## src/rtl/cfs_pkg.sv

```systemverilog
package cfs_pkg;
  localparam int ADDR_W = 3;
  localparam int NFLAG  = 6;

  localparam logic [ADDR_W-1:0] A_STAT = 3'd0;
  localparam logic [ADDR_W-1:0] A_EN   = 3'd1;
  localparam logic [ADDR_W-1:0] A_TXC  = 3'd2;
  localparam logic [ADDR_W-1:0] A_RXC  = 3'd3;
  localparam logic [ADDR_W-1:0] A_WARN = 3'd4;
  localparam logic [ADDR_W-1:0] A_CODE = 3'd5;
  localparam logic [ADDR_W-1:0] A_ARB  = 3'd6;

  localparam int F_BOFF = 0;
  localparam int F_PASS = 1;
  localparam int F_WARN = 2;
  localparam int F_OVF  = 3;
  localparam int F_ARB  = 4;
  localparam int F_BERR = 5;

  // flags that clear by writing one
  localparam logic [NFLAG-1:0] W1C_MASK = 6'b001111;
endpackage

```

## src/rtl/cfs_rst_sync.sv

```systemverilog
module cfs_rst_sync #(
  parameter int STAGES = 2
) (
  input  logic clk,
  input  logic rst_n,
  output logic rst_n_sync
);
  logic [STAGES-1:0] sh_q;

  always_ff @(posedge clk or negedge rst_n) begin
    if (!rst_n) sh_q <= '0;
    else        sh_q <= {sh_q[STAGES-2:0], 1'b1};
  end

  assign rst_n_sync = sh_q[STAGES-1];
endmodule

```

## src/rtl/cfs_flag_bank.sv

```systemverilog
module cfs_flag_bank #(
  parameter int N = 6
) (
  input  logic         clk,
  input  logic         rst_n,
  input  logic [N-1:0] set_i,
  input  logic [N-1:0] clr_i,
  input  logic         en_wr_i,
  input  logic [N-1:0] en_wdata_i,
  output logic [N-1:0] flags_o,
  output logic [N-1:0] en_o,
  output logic         irq_o
);
  logic [N-1:0] flag_q, flag_d;
  logic [N-1:0] en_q, en_d;

  for (genvar i = 0; i < N; i++) begin : g_flag
    // a new event outranks any clear in the same cycle
    always_comb flag_d[i] = set_i[i] | (flag_q[i] & ~clr_i[i]);
  end

  always_comb en_d = en_wr_i ? en_wdata_i : en_q;

  always_ff @(posedge clk or negedge rst_n) begin
    if (!rst_n) begin
      flag_q <= '0;
      en_q   <= '0;
    end else begin
      flag_q <= flag_d;
      en_q   <= en_d;
    end
  end

  assign flags_o = flag_q;
  assign en_o    = en_q;
  assign irq_o   = |(flag_q & en_q);
endmodule

```

## src/rtl/cfs_capture.sv

```systemverilog
module cfs_capture #(
  parameter int W = 5
) (
  input  logic         clk,
  input  logic         rst_n,
  input  logic         cap_i,
  input  logic [W-1:0] val_i,
  input  logic         rd_i,
  output logic [W-1:0] val_o,
  output logic         locked_o
);
  logic [W-1:0] val_q, val_d;
  logic         lock_q, lock_d;
  logic         take;

  always_comb begin
    take   = cap_i & (~lock_q | rd_i);
    val_d  = take ? val_i : val_q;
    lock_d = cap_i ? 1'b1 : (rd_i ? 1'b0 : lock_q);
  end

  always_ff @(posedge clk or negedge rst_n) begin
    if (!rst_n) begin
      val_q  <= '0;
      lock_q <= 1'b0;
    end else begin
      val_q  <= val_d;
      lock_q <= lock_d;
    end
  end

  assign val_o    = val_q;
  assign locked_o = lock_q;
endmodule

```

## src/rtl/cfs_err_counters.sv

```systemverilog
module cfs_err_counters #(
  parameter int          W        = 8,
  parameter int          BOFF_TX  = 128,
  parameter logic [7:0]  WARN_RST = 8'h96
) (
  input  logic         clk,
  input  logic         rst_n,
  input  logic         bus_off_i,
  input  logic         reset_mode_i,
  input  logic         ld_tx_i,
  input  logic [W-1:0] ld_tx_val_i,
  input  logic         ld_rx_i,
  input  logic [W-1:0] ld_rx_val_i,
  input  logic         wr_tx_i,
  input  logic         wr_rx_i,
  input  logic         wr_warn_i,
  input  logic [W-1:0] wdata_i,
  output logic [W-1:0] tx_o,
  output logic [W-1:0] rx_o,
  output logic [W-1:0] warn_o
);
  localparam logic [W-1:0] TX_BOFF = W'(BOFF_TX);

  logic [W-1:0] tx_q, tx_d, rx_q, rx_d, warn_q, warn_d;

  always_comb begin
    tx_d   = tx_q;
    rx_d   = rx_q;
    warn_d = wr_warn_i ? wdata_i : warn_q;
    if (bus_off_i) begin
      tx_d = TX_BOFF;
      rx_d = '0;
    end else begin
      if (ld_tx_i)                      tx_d = ld_tx_val_i;
      else if (wr_tx_i && reset_mode_i) tx_d = wdata_i;
      if (ld_rx_i)                      rx_d = ld_rx_val_i;
      else if (wr_rx_i && reset_mode_i) rx_d = wdata_i;
    end
  end

  always_ff @(posedge clk or negedge rst_n) begin
    if (!rst_n) begin
      tx_q   <= '0;
      rx_q   <= '0;
      warn_q <= W'(WARN_RST);
    end else begin
      tx_q   <= tx_d;
      rx_q   <= rx_d;
      warn_q <= warn_d;
    end
  end

  assign tx_o   = tx_q;
  assign rx_o   = rx_q;
  assign warn_o = warn_q;
endmodule

```

## src/rtl/can_fault_status.sv

```systemverilog
module can_fault_status
  import cfs_pkg::*;
#(
  parameter int         DATA_W   = 8,
  parameter int         ARB_W    = 5,
  parameter int         CODE_W   = 2,
  parameter int         STATE_W  = 5,
  parameter int         BOFF_TX  = 128,
  parameter logic [7:0] WARN_RST = 8'h96
) (
  input  logic               clk,
  input  logic               rst_n,
  input  logic [ADDR_W-1:0]  reg_addr,
  input  logic               reg_wr,
  input  logic               reg_rd,
  input  logic [DATA_W-1:0]  reg_wdata,
  output logic [DATA_W-1:0]  reg_rdata,
  input  logic [NFLAG-1:0]   fault_ev,
  input  logic [ARB_W-1:0]   arb_bit,
  input  logic [CODE_W-1:0]  err_code,
  input  logic [STATE_W-1:0] err_state,
  input  logic               ld_tx,
  input  logic [DATA_W-1:0]  ld_tx_val,
  input  logic               ld_rx,
  input  logic [DATA_W-1:0]  ld_rx_val,
  input  logic               cfg_reset_mode,
  output logic               irq
);
  localparam int ECC_W   = CODE_W + STATE_W;
  localparam int ECC_PAD = DATA_W - ECC_W;
  localparam int ARB_PAD = DATA_W - ARB_W;

  logic                rst_n_s;
  logic [NFLAG-1:0]    flag_q, en_q, flag_clr;
  logic                rd_arb, rd_code, wr_stat;
  logic [ARB_W-1:0]    arb_val;
  logic [ECC_W-1:0]    ecc_val;
  logic                arb_locked, ecc_locked;
  logic [DATA_W-1:0]   tx_cnt, rx_cnt, warn_lim;

  cfs_rst_sync #(.STAGES(2)) u_rst (
    .clk(clk), .rst_n(rst_n), .rst_n_sync(rst_n_s)
  );

  always_comb begin
    wr_stat = reg_wr && (reg_addr == A_STAT);
    rd_arb  = reg_rd && (reg_addr == A_ARB);
    rd_code = reg_rd && (reg_addr == A_CODE);
    flag_clr         = {NFLAG{wr_stat}} & reg_wdata[NFLAG-1:0] & W1C_MASK;
    flag_clr[F_ARB]  = rd_arb;
    flag_clr[F_BERR] = rd_code;
  end

  cfs_flag_bank #(.N(NFLAG)) u_flags (
    .clk(clk), .rst_n(rst_n_s),
    .set_i(fault_ev), .clr_i(flag_clr),
    .en_wr_i(reg_wr && (reg_addr == A_EN)),
    .en_wdata_i(reg_wdata[NFLAG-1:0]),
    .flags_o(flag_q), .en_o(en_q), .irq_o(irq)
  );

  cfs_capture #(.W(ARB_W)) u_arb_cap (
    .clk(clk), .rst_n(rst_n_s),
    .cap_i(fault_ev[F_ARB]), .val_i(arb_bit), .rd_i(rd_arb),
    .val_o(arb_val), .locked_o(arb_locked)
  );

  cfs_capture #(.W(ECC_W)) u_ecc_cap (
    .clk(clk), .rst_n(rst_n_s),
    .cap_i(fault_ev[F_BERR]), .val_i({err_code, err_state}), .rd_i(rd_code),
    .val_o(ecc_val), .locked_o(ecc_locked)
  );

  cfs_err_counters #(.W(DATA_W), .BOFF_TX(BOFF_TX), .WARN_RST(WARN_RST)) u_cnt (
    .clk(clk), .rst_n(rst_n_s),
    .bus_off_i(fault_ev[F_BOFF]), .reset_mode_i(cfg_reset_mode),
    .ld_tx_i(ld_tx), .ld_tx_val_i(ld_tx_val),
    .ld_rx_i(ld_rx), .ld_rx_val_i(ld_rx_val),
    .wr_tx_i(reg_wr && (reg_addr == A_TXC)),
    .wr_rx_i(reg_wr && (reg_addr == A_RXC)),
    .wr_warn_i(reg_wr && (reg_addr == A_WARN)),
    .wdata_i(reg_wdata),
    .tx_o(tx_cnt), .rx_o(rx_cnt), .warn_o(warn_lim)
  );

  always_comb begin
    reg_rdata = '0;
    unique case (reg_addr)
      A_STAT: reg_rdata[NFLAG-1:0] = flag_q;
      A_EN:   reg_rdata[NFLAG-1:0] = en_q;
      A_TXC:  reg_rdata = tx_cnt;
      A_RXC:  reg_rdata = rx_cnt;
      A_WARN: reg_rdata = warn_lim;
      A_CODE: reg_rdata = {ecc_val[ECC_W-1:STATE_W], {ECC_PAD{1'b0}}, ecc_val[STATE_W-1:0]};
      A_ARB:  reg_rdata = {{ARB_PAD{1'b0}}, arb_val};
      default: reg_rdata = '0;
    endcase
  end

  // error-code lock state is observed only through the read path
  logic ecc_lock_unused;
  assign ecc_lock_unused = ecc_locked;
endmodule

```

## config.mk

```make
export PLATFORM = sky130hd
export DESIGN_NAME = can_fault_status
export DESIGN_NICKNAME = d
export VERILOG_FILES = /design/src/rtl/cfs_pkg.sv /design/src/rtl/cfs_rst_sync.sv /design/src/rtl/cfs_flag_bank.sv /design/src/rtl/cfs_capture.sv /design/src/rtl/cfs_err_counters.sv /design/src/rtl/can_fault_status.sv
export SDC_FILE = /design/constraint.sdc
export NUM_CORES = 1
export LEC_CHECK = 0
export ABC_AREA = 1
export CAP_MARGIN = 20
export CELL_PAD_IN_SITES_DETAIL_PLACEMENT = 0
export CELL_PAD_IN_SITES_GLOBAL_PLACEMENT = 2
export CORE_UTILIZATION = 38
export DETAILED_ROUTE_END_ITERATION = 10
export DONT_BUFFER_PORTS = 1
export HOLD_SLACK_MARGIN = 0.1
export PLACE_DENSITY_LB_ADDON = 0.1
export SLEW_MARGIN = 10
export SYNTH_ARGS = -nofsm -noshare
export SYNTH_HDL_FRONTEND = slang
export SYNTH_SLANG_ARGS = --single-unit
```

## constraint.sdc

```tcl
create_clock -name clk -period 2.73 [get_ports clk]
set_input_delay 0.1365 -clock clk [delete_from_list [all_inputs] [get_ports clk]]
set_output_delay 0.1365 -clock clk [all_outputs]
set_load 0.02 [all_outputs]
```

After elaboration in Yosys (flattened, before gate mapping)
Cells that the tools add are included.
{"block": "word_totals", "regBits": 52, "wordCells": 69, "latchBits": 0, "mem_bits_rw": 0, "input_bits": 52, "rom_bits": 0, "output_inout_bits": 9, "memories": 0}
{"block": "op_classes", "eq_ne": 6, "div_mod_pow": 0, "addsub": 0, "magnitude_cmp": 0, "mux": 12, "mul": 0, "n_bitwise": 26, "shift": 0, "n_reduce_logical": 15}
{"operator": "8-bit two-way mux", "n": 6}
{"operator": "6-bit case mux with 7 select lines", "n": 1}
{"operator": "3-bit equality test, second input constant", "n": 3}
{"operator": "1-bit logical AND", "n": 9}
{"operator": "1-bit AND", "n": 8}
{"operator": "1-bit NOT", "n": 8}
{"operator": "1-bit bitwise OR", "n": 8}
{"operator": "2-bit case mux with 4 select lines", "n": 1}
{"operator": "6-bit AND", "n": 1}
{"operator": "3-bit by 2-bit equality test with 1-bit output, second input constant", "n": 2}
{"operator": "3-bit nonzero test", "n": 2}
{"operator": "6-bit OR reduction", "n": 1}
{"operator": "4-bit AND", "n": 1}
{"operator": "1-bit two-way mux", "n": 4}
{"operator": "2-bit nonzero test", "n": 2}
{"operator": "3-bit by 1-bit equality test with 1-bit output, second input constant", "n": 1}
{"operator": "3-bit logical NOT", "n": 1}

Longest topological paths before layout
Gate-level depths: netlist of the first run.
{"block": "depth", "ltp_word": 6, "ltp_mapped": 7, "mapped_depth_nobuf": 7}

By module
From an unflattened synthesis of the first run, not the netlist that was laid out.
{"block": "hier_totals", "hier_cells": 406, "hier_area_um2": 2961.6}
{"module": "cfs_err_counters", "area_per_inst_um2": 1194.9, "n_inst": 1, "cells_per_inst": 159, "seq_area_each_um2": 605.6}
{"module": "can_fault_status", "area_per_inst_um2": 638.1, "n_inst": 1, "cells_per_inst": 128, "seq_area_each_um2": 0.0}
{"module": "cfs_flag_bank", "area_per_inst_um2": 503.0, "n_inst": 1, "cells_per_inst": 55, "seq_area_each_um2": 300.3}
{"module": "cfs_capture at u_ecc_cap", "area_per_inst_um2": 335.3, "n_inst": 1, "cells_per_inst": 35, "seq_area_each_um2": 200.2}
{"module": "cfs_capture at u_arb_cap", "area_per_inst_um2": 236.5, "n_inst": 1, "cells_per_inst": 26, "seq_area_each_um2": 150.1}
{"module": "cfs_rst_sync", "area_per_inst_um2": 53.8, "n_inst": 1, "cells_per_inst": 3, "seq_area_each_um2": 50.0}

Least setup slack after synthesis of the first run
Ideal clock, no wire load.
{"block": "synth_path", "path_type": "input to output", "startpoint": "input port reg_addr[2]", "endpoint": "output port reg_rdata[0]", "path_slack_ps": 1691, "n_path_buf": 1, "stages": 6, "required_ps": 2594, "arrival_time_ps": 903, "path_cell_list": "inv_2 -> buf_1 -> nand3_1 -> nand2_1 -> nor2_1 -> nand2_1"}
{"block": "synth_via", "elab_chain_cells": 2, "elab_cells_between_ends": 8, "classes_between": "6 x eq/ne; 1 x mux; 1 x reduce/logical"}
{"element": "start, declared", "line_no": "can_fault_status.sv:13", "source": "input logic [ADDR_W-1:0] reg_addr,"}
{"element": "3-bit equality test (tied with other cells)", "line_no": "can_fault_status.sv:88", "source": "unique case (reg_addr)"}
{"element": "6-bit case mux with 7 select lines *", "line_no": "can_fault_status.sv:88"}
{"element": "end, declared", "line_no": "can_fault_status.sv:17", "source": "output logic [DATA_W-1:0] reg_rdata,"}
Every way passes the cells marked *; elsewhere a longest branch is shown, timed or not.

Final worst setup path of the first run
{"block": "layout_path", "startpoint": "input port reg_addr[0]", "endpoint": "output port reg_rdata[5]"}
Same word-level chain as after synthesis.

==> results.yml, run 1 <==
place:
  dpl.hpwl_um: 5790
  pre_cts_ws_ps: 1430
  io_buffers: 0
  place_congestion: 0.815
  placed_cells: 478
grt:
  track_usage: 0.227
  grt_max_degree: 51
  antenna_found_initial: 0
  grt_first_pass_wirelength_um: 13300
  grt_pass1_vias: 2657
  grt_overflow_total: 0
critical_path:
  worst-setup-path-type: "input port to output pin"
  crit_end: "reg_rdata[5]"
  worstPathArrival_ps: 1480
  r2r_slack_ps: 1500
  critical_path_peak_fanout: 21
  rr_worst_depth: 3
  startpoint_type: "input port"
  worstReg2RegEnd: "u_ecc_cap.locked_o$_DFFE_PN0P_"
  crit_required_ps: 2590
  reg2reg_from: "u_ecc_cap.locked_o$_DFFE_PN0P_"
  startpoint: "reg_addr[0]"
  critPathCaptureType: "output pin"
floorplan:
  core_area_mm2: 0.00725
  initial_core_util: 0.394
  io_pins: 61
  die_w_um: 88.8
  die_y_um: 88.8
  dieArea_mm2: 0.00788
  fp-row-count: 31
clock_tree:
  cts_resized: 0
  clockBufferDepth: 2
  clk_latency_ps: 310
  numCtsBuffers: 5
  cts_tree: "built"
  clkTransAtPathRegs_ps: 100
  clock_sinks: 52
  htreeDepth: 2
  root_buffer: "clkbuf_8"
power:
  power_density_mw_per_mm2: 515
  ir_drop_mv: 0.289
  p_leak_nw: 1.76
hold_path:
  min_from: "ld_tx"
  hold_path.class: "input port to register"
sta:
  clock_skew_ps: 10.8
  fin_crit_ps: 1610
  relSlewSlack: 0.623
  worst_slew_pin_slew_ps: 565
  max_freq_ghz: 0.620
  fin_crit_sh: 0.591
  setup_viol: 0
  rsz0062_at_grt: "no"
  hold_violations: 0
  holdWs_ps: 102
  setup_slack_ps: 1120
  final.setup.tns_ps: 0
  maxSlewViolCount: 0
detailed_routing:
  drtPass1Iterations: 6
  detail-route-antenna-nets: 0
  viasPerCell: 4.99
  num_vias: 2698
  wire_per_inst_um: 15.5
  wl_um: 8400
  drc: 0
  drtIter0Drc: 100
synthesis:
  netlist_top_cells_area: "dfrtp_1 42%, nand2_1 20%, nand3_1 8.9%, nor2_1 4.5%, nand4_1 3.7%"
  syn-cell-area_mm2: 0.00286
  yosys.area.top_type_share: 0.420
  yosysWarnings: 0
  yosys.area.top_type: "dfrtp_1"
  synthCells: 390
  ys_ff_latch: 52
  synthDistinctLibCells: 26
  syn_nets: 442
  avgSynthCellArea_um2: 7.33
  ys_seq_area_frac: 0.457
layout:
  diodes: 0
  drive_gt1_frac: 0.0860
  layout.nets: 493
  fin_cells: 541
  area_growth_pct: 25.2
job:
  maxCapViolations: 0
status:
  status: "finished, final reports clean"
-- Yosys cell counts (all sizes together) --
cell      n
a21oi     9
buf      12
clkbuf    1
clkinv    1
conb      1
dfrtp    48
dfstp     4
inv      25
nand2   159
nand3    52
nand4    19
nor2     39
nor3      1
o21ai    19
-- registers in the layout, indices dropped and copies added, names as in the netlist --
register,flops
u_flags.en_o,6
u_flags.flags_o,6
u_rst.sh_q,2
u_ecc_cap.val_o,7
u_cnt.tx_o,8
u_arb_cap.locked_o,1
u_cnt.warn_o,8
u_arb_cap.val_o,5
u_ecc_cap.locked_o,1
u_cnt.rx_o,8
-- layer usage --
metal	vias to the layer above	track usage	wire, um	share of wire
li1	1362	-	-	-
met1	1275	0.312	4080	0.49
met2	54	0.383	3970	0.47
met3	7	0.0345	289	0.034
met4	0	0.0440	59	0.0070
met5	-	0	0	0
-- cell families after synthesis --
| group | Yosys count | synth area share |
|---|---|---|
| and+or+nand+nor | 270 | 0.427 |
| DFF | 52 | 0.457 |
| buffers and inverters | 39 | 0.0656 |
| AOI/OAI and AO/OA | 28 | 0.0490 |
| other | 1 | 0.00131 |
-- area by class of cell --
cell class,count,area (um^2)
Inverter,26,97.6
Tap cell,99,124
Multi-Input combinational cell,299,1370
Timing Repair Buffer,57,576
Clock inverter,3,42.5
Clock buffer,5,68.8
Fill cell,784,3670
Sequential cell,52,1310
-- how the worst min path moves through the flow --
| stage | endpoint | slack, ps | cells after the start |
|---|---|---|---|
| final | u_cnt.tx_o[2]$_DFFE_PN0P_ | 100 | 4 |
| after global routing | u_cnt.rx_o[7]$_DFFE_PN0P_ | 130 | 3 |
| after global placement | u_rst.sh_q[0]$_DFF_PN0_ | -160 | 0 |
| after CTS | u_cnt.tx_o[3]$_DFFE_PN0P_ | 100 | 4 |
| after floorplan | u_rst.sh_q[0]$_DFF_PN0_ | -160 | 0 |
| after detailed placement | u_rst.sh_q[0]$_DFF_PN0_ | -160 | 0 |
-- stage by stage --
stage | instance area, um^2 | total power, mW | util
floorplan | 2860 | 1.20 | -
global placement | 2910 | 1.25 | 0.401
detailed placement | 2910 | 1.25 | 0.401
CTS | 3560 | 1.86 | 0.491
global route | 3580 | 1.95 | 0.494
finish | 3580 | 1.84 | 0.494
-- power by group --
part	switching, mW	leakage [nW]	internal, mW
Sequential	0.0785	0.620	0.885
Combinational	0.206	1.09	0.142
Clock	0.261	0.0541	0.272
Total	0.546	1.76	1.30
-- what timing repair did --
action | CTS | global route
buffers inserted | 0 | 0
hold buffers | 54 | 0
hold endpoints to repair | 51 | 0
-- critical path, cell delays in order --
cell	delay, ps
dlygate4sd3_1	640
nor3_4	340
nand2_1	80
nand2_1	70
inv_1	30
nand2_1	170
-- placed cells by master, fill, tap and decap left out, types with 4 or more instances in the layout --
cell type and instances:
nand3_1 51, nand2_2 9, dfrtp_1 47, o21ai_1 12, nand2_1 149, nor2_1 34
a21oi_1 9, nand4_1 17, clkbuf_8 5, o21ai_0 7, inv_1 22, dfstp_2 4
dlygate4sd3_1 54
Power figures use the tool's default switching activity.
==> run 2, diff against run 1 <==
--- a/config.mk
+++ b/config.mk
@@ -9,7 +9,7 @@
 export CAP_MARGIN = 20
 export CELL_PAD_IN_SITES_DETAIL_PLACEMENT = 0
 export CELL_PAD_IN_SITES_GLOBAL_PLACEMENT = 2
-export CORE_UTILIZATION = 38
+export CORE_UTILIZATION = 32
 export DETAILED_ROUTE_END_ITERATION = 10
 export DONT_BUFFER_PORTS = 1
 export HOLD_SLACK_MARGIN = 0.1
==> constraint.sdc (replaced) <==
create_clock -name clk -period 1.45 [get_ports clk]
set_input_delay 0.0725 -clock clk [delete_from_list [all_inputs] [get_ports clk]]
set_output_delay 0.0725 -clock clk [all_outputs]
set_load 0.02 [all_outputs]
==> run 2 against run 1 <==
Effect of this change: clock power is 95% higher; setup slack worse by 1000 ps; clock skew is 3.5 ps lower; cell count is 4.3% higher; critical path type is now input port to register; largest power group unchanged.
==> results.yml, run 2 (synthesis gave the netlist of run 1 again) <==
clock_tree:
  numCtsBuffers: 5
  clkTransAtPathRegs_ps: 100
  clk_latency_ps: 310
  clock_sinks: 52
  cts_setup_buffers: 0
  cts_tree: "built"
  root_buffer: "clkbuf_8"
  clockBufferDepth: 2
  htreeDepth: 2
sta:
  fin_crit_ps: 1370
  fin_crit_sh: 0.948
  setup_viol: 0
  hold_violations: 0
  final.setup.tns_ps: 0
  maxSlewViolCount: 0
  relSlewSlack: 0.669
  holdWs_ps: 91.7
  clock_skew_ps: 7.36
  rsz0062_at_grt: "no"
  max_freq_ghz: 0.728
  worst_slew_pin_slew_ps: 495
detailed_routing:
  detail-route-antenna-nets: 0
  num_vias: 2747
  drtIter0Drc: 112
  drc: 0
  wire_per_inst_um: 16.1
  wl_um: 9090
  viasPerCell: 4.87
  drtPass1Iterations: 4
layout:
  layout.nets: 507
  drive_gt1_frac: 0.0833
  final_common_cell: "nand2_1"
  layout_common_cells: "149 x nand2_1, 66 x dlygate4sd3_1, 51 x nand3_1, 47 x dfrtp_1, 34 x nor2_1"
  diodes: 0
  area_growth_pct: 31.1
  fin_util: 0.432
  stdcell_area_mm2: 0.00375
critical_path:
  critical_path_peak_fanout: 11
  worstPathArrival_ps: 1620
  critPathCaptureType: "register"
  worst-setup-path-type: "input port to register"
  startpoint_type: "input port"
  r2r_slack_ps: 180
  crit_required_ps: 1690
grt:
  grt_first_pass_wirelength_um: 14200
  grt_overflow_total: 0
  track_usage: 0.206
  grt_pass1_vias: 2664
  antenna_found_initial: 0
  grt_max_degree: 51
power:
  ir_drop_mv: 0.345
  p_leak_nw: 1.83
  power_density_mw_per_mm2: 958
  power_mw: 3.59
floorplan:
  initial_core_util: 0.330
  io_pins: 61
  die_y_um: 96.5
  die_w_um: 96.5
  core_area_mm2: 0.00868
  dieArea_mm2: 0.00932
  fp-row-count: 34
hold_path:
  hold_path.class: "input port to register"
place:
  io_buffers: 0
  dpl_cell_area_mm2: 0.00294
  place_congestion: 0.763
  dpl.hpwl_um: 6350
job:
  maxCapViolations: 0
status:
  status: "finished, final reports clean"
-- run 2: changes by cell type in the layout (fill, tap and decap cells not counted) --
| cell | previous run | this run |
|---|---|---|
| clkinv_2 | 1 | 0 |
| dlygate4sd3_1 | 54 | 66 |
| dlymetal6s4s_1 | 0 | 2 |
| inv_6 | 0 | 1 |
| nand3_2 | 1 | 0 |
| nand3_4 | 0 | 1 |
-- run 2: worst max-delay path, stage by stage --
cell           delay, ps
dlygate4sd3_1        600
nand3_4              170
dlygate4sd3_1        650
o21ai_1              130
-- run 2: worst paths after layout --
| path | start | to | depth (start not counted) |
|---|---|---|---|
| hold / removal | reg_addr[2] | u_flags.en_o[2]$_DFFE_PN0P_ | 4 |
| setup / recovery | reg_wr | u_flags.en_o[1]$_DFFE_PN0P_ | 4 |
| min in group asynchronous | u_rst.sh_q[1]$_DFF_PN0_ | u_cnt.rx_o[5]$_DFFE_PN0P_ | 1 |
| setup reg to reg | u_cnt.warn_o[2]$_DFFE_PN1P_ | u_cnt.warn_o[2]$_DFFE_PN1P_ | 3 |
| max in group asynchronous | rst_n | u_rst.sh_q[1]$_DFF_PN0_ | 2 |
| hold reg to reg | u_rst.sh_q[1]$_DFF_PN0_ | u_cnt.rx_o[5]$_DFFE_PN0P_ | 1 |
-- run 2: where the power goes --
group | switching, mW | leakage [nW] | internal [mW]
Sequential | 0.141 | 0.620 | 1.67
Combinational | 0.421 | 1.16 | 0.321
Clock | 0.521 | 0.0548 | 0.521
-- run 2: what timing repair did --
item                       in CTS  in global routing
hold buffers                   66                  2
hold endpoints to repair       52                  3
setup endpoints to repair       0                  5
gates resized for setup         0                  3
-- run 2: area by class of cell --
class                   count  area, um^2
fillers                   929        4930
clock inverters             3        46.3
flip-flops and latches     52        1310
clock buffers               5        68.8
well taps                 108         135
inverters                  26        97.6
multi-input cells         299        1370
repair buffers             71         721
-- run 2: stage by stage --
step           std cells  setup WS (ps)
2_1_floorplan        390            490
3_3_place_gp         488            271
3_5_place_dp         488            253
4_1_cts              562           29.6
5_1_grt              564           14.8
6_report             564           75.9
-- run 2: per-layer routing --
layer	vias up	global-route usage	wire length [um]
met5	-	0	0
met4	0	0.0404	71
met3	7	0.0305	379
met2	55	0.326	4170
met1	1289	0.300	4460
li1	1396	-	-
==> run 3, diff against run 2 <==
--- a/config.mk
+++ b/config.mk
@@ -9,11 +9,14 @@
 export CAP_MARGIN = 20
 export CELL_PAD_IN_SITES_DETAIL_PLACEMENT = 0
 export CELL_PAD_IN_SITES_GLOBAL_PLACEMENT = 2
+export CORE_MARGIN = 8
 export CORE_UTILIZATION = 32
+export CTS_CLUSTER_SIZE = 10
 export DETAILED_ROUTE_END_ITERATION = 10
 export DONT_BUFFER_PORTS = 1
 export HOLD_SLACK_MARGIN = 0.1
 export PLACE_DENSITY_LB_ADDON = 0.1
+export REMOVE_ABC_BUFFERS = 1
 export SLEW_MARGIN = 10
 export SYNTH_ARGS = -nofsm -noshare
 export SYNTH_HDL_FRONTEND = slang
==> run 3 against run 2 <==
Effect of this change: via count fell by 2.4%; clock skew rose by 0.76 ps; sequential power barely moved; setup slack got worse by 17 ps; sequential share of layout area rose by 0.39 points; register-to-register slack barely moved.
==> results.yml, run 3 (synthesis gave the netlist of run 1 again) <==
sta:
  rsz0062_at_grt: "no"
  clock_skew_ps: 8.12
  holdWs_ps: 77.3
  fin_crit_ps: 1390
  maxSlewViolCount: 0
  fin_crit_sh: 0.959
  setup_viol: 0
  max_freq_ghz: 0.719
  hold_violations: 0
critical_path:
  crit_required_ps: 1700
  worstReg2RegEnd: "u_cnt.warn_o[1]$_DFFE_PN1P_"
  reg2reg_from: "u_cnt.warn_o[1]$_DFFE_PN1P_"
  critPathCaptureType: "register"
  worst-setup-path-type: "input port to register"
  rr_worst_depth: 3
  worstPathArrival_ps: 1640
  startpoint_type: "input port"
  r2r_slack_ps: 180
  critical_path_peak_fanout: 3
grt:
  grt_pass1_vias: 2758
  grt_first_pass_wirelength_um: 15100
  grt_max_degree: 51
  grt_overflow_total: 0
  antenna_found_initial: 0
  track_usage: 0.151
clock_tree:
  htreeDepth: 2
  root_buffer: "clkbuf_8"
  clkTransAtPathRegs_ps: 100
  cts_setup_buffers: 0
  clk_latency_ps: 310
  numCtsBuffers: 5
  clockBufferDepth: 2
  clock_sinks: 52
  cts_tree: "built"
power:
  power_density_mw_per_mm2: 921
  power_mw: 3.41
  p_leak_nw: 1.82
  ir_drop_mv: 0.383
layout:
  final_common_cell: "nand2_1"
  diodes: 0
  area_growth_pct: 29.7
  stdcell_area_mm2: 0.00371
  layout.nets: 504
  layout_common_cells: "148 x nand2_1, 63 x dlygate4sd3_1, 51 x nand3_1, 47 x dfrtp_1, 33 x nor2_1"
  nFillCells: 930
  drive_gt1_frac: 0.0883
  fin_util: 0.427
detailed_routing:
  wire_per_inst_um: 16.4
  num_vias: 2681
  detail-route-antenna-nets: 0
  viasPerCell: 4.78
  drtPass1Iterations: 5
  drtIter0Drc: 172
  drc: 0
  wl_um: 9200
place:
  dpl_cell_area_mm2: 0.00294
  dpl.hpwl_um: 6650
  io_buffers: 0
  place_congestion: 0.732
hold_path:
  hold_path.class: "input port to register"
  worstHoldPathCells: 4
  min_from: "reg_addr[1]"
  hold_end: "u_cnt.warn_o[7]$_DFFE_PN1P_"
floorplan:
  die_w_um: 111
  die_y_um: 111
  io_pins: 61
  initial_core_util: 0.330
  core_area_mm2: 0.00868
  dieArea_mm2: 0.0122
  fp-row-count: 34
status:
  status: "finished, final reports clean"
job:
  maxCapViolations: 0
[run 3: worst max-delay path by stage]
| stage | to | slack (ps) | from | depth (start not counted) |
|---|---|---|---|---|
| 6_report | u_cnt.rx_o[3]$_DFFE_PN0P_ | 60 | reg_wdata[3] | 6 |
| 5_1_grt | u_flags.flags_o[1]$_DFF_PN0_ | 9 | reg_wr | 7 |
| 4_1_cts | reg_rdata[1] | 0.8 | reg_addr[2] | 6 |
| 3_5_place_dp | u_cnt.rx_o[3]$_DFFE_PN0P_ | 280 | reg_addr[2] | 7 |
| 3_3_place_gp | u_cnt.rx_o[5]$_DFFE_PN0P_ | 280 | reg_addr[2] | 7 |
| 2_1_floorplan | u_arb_cap.locked_o$_DFFE_PN0P_ | -100 | u_rst.sh_q[1]$_DFF_PN0_ | 0 |
[run 3: power by group]
group          switching, mW  internal, mW  total, mW
Sequential             0.138          1.67       1.80
Clock                  0.526         0.355      0.882
Combinational          0.421         0.307      0.728
Total                   1.09          2.33       3.41
[run 3: layout make-up]
type | count | area, um^2 | share of cell area
inverter | 26 | 97.6 | 0.0263
timing repair buffer | 68 | 691 | 0.186
clock inverter | 3 | 27.5 | 0.00742
sequential | 52 | 1310 | 0.353
tap | 108 | 135 | 0.0364
clock buffer | 5 | 68.8 | 0.0186
multi-input combinational | 299 | 1380 | 0.372
[run 3: repair_timing]
action	in CTS	in global routing
setup endpoints to repair	0	12
gates resized for setup	0	6
hold buffers	62	3
hold endpoints to repair	52	4
[run 3: critical path: stages]
cell and delay (ps):
dlygate4sd3_1 670, nand2_1 80, a21oi_1 120, dlygate4sd3_1 570, nand2_1 60, nand2_1 60
[run 3: routing by layer]
| metal | track usage | wire [um] | vias up |
|---|---|---|---|
| met5 | 0 | 0 | - |
| met4 | 0.0297 | 70 | 0 |
| met2 | 0.235 | 4180 | 67 |
| met1 | 0.208 | 4460 | 1222 |
| li1 | - | - | 1384 |
| met3 | 0.0352 | 488 | 8 |
[run 3: metrics by stage]
step | setup TNS, ps | setup slack [ps] | cells
6_report | 0 | 59.0 | 561
3_5_place_dp | 0 | 277 | 488
2_1_floorplan | -4490 | -97.7 | 377
5_1_grt | 0 | 8.71 | 561
3_3_place_gp | 0 | 276 | 488
4_1_cts | 0 | 0.750 | 558
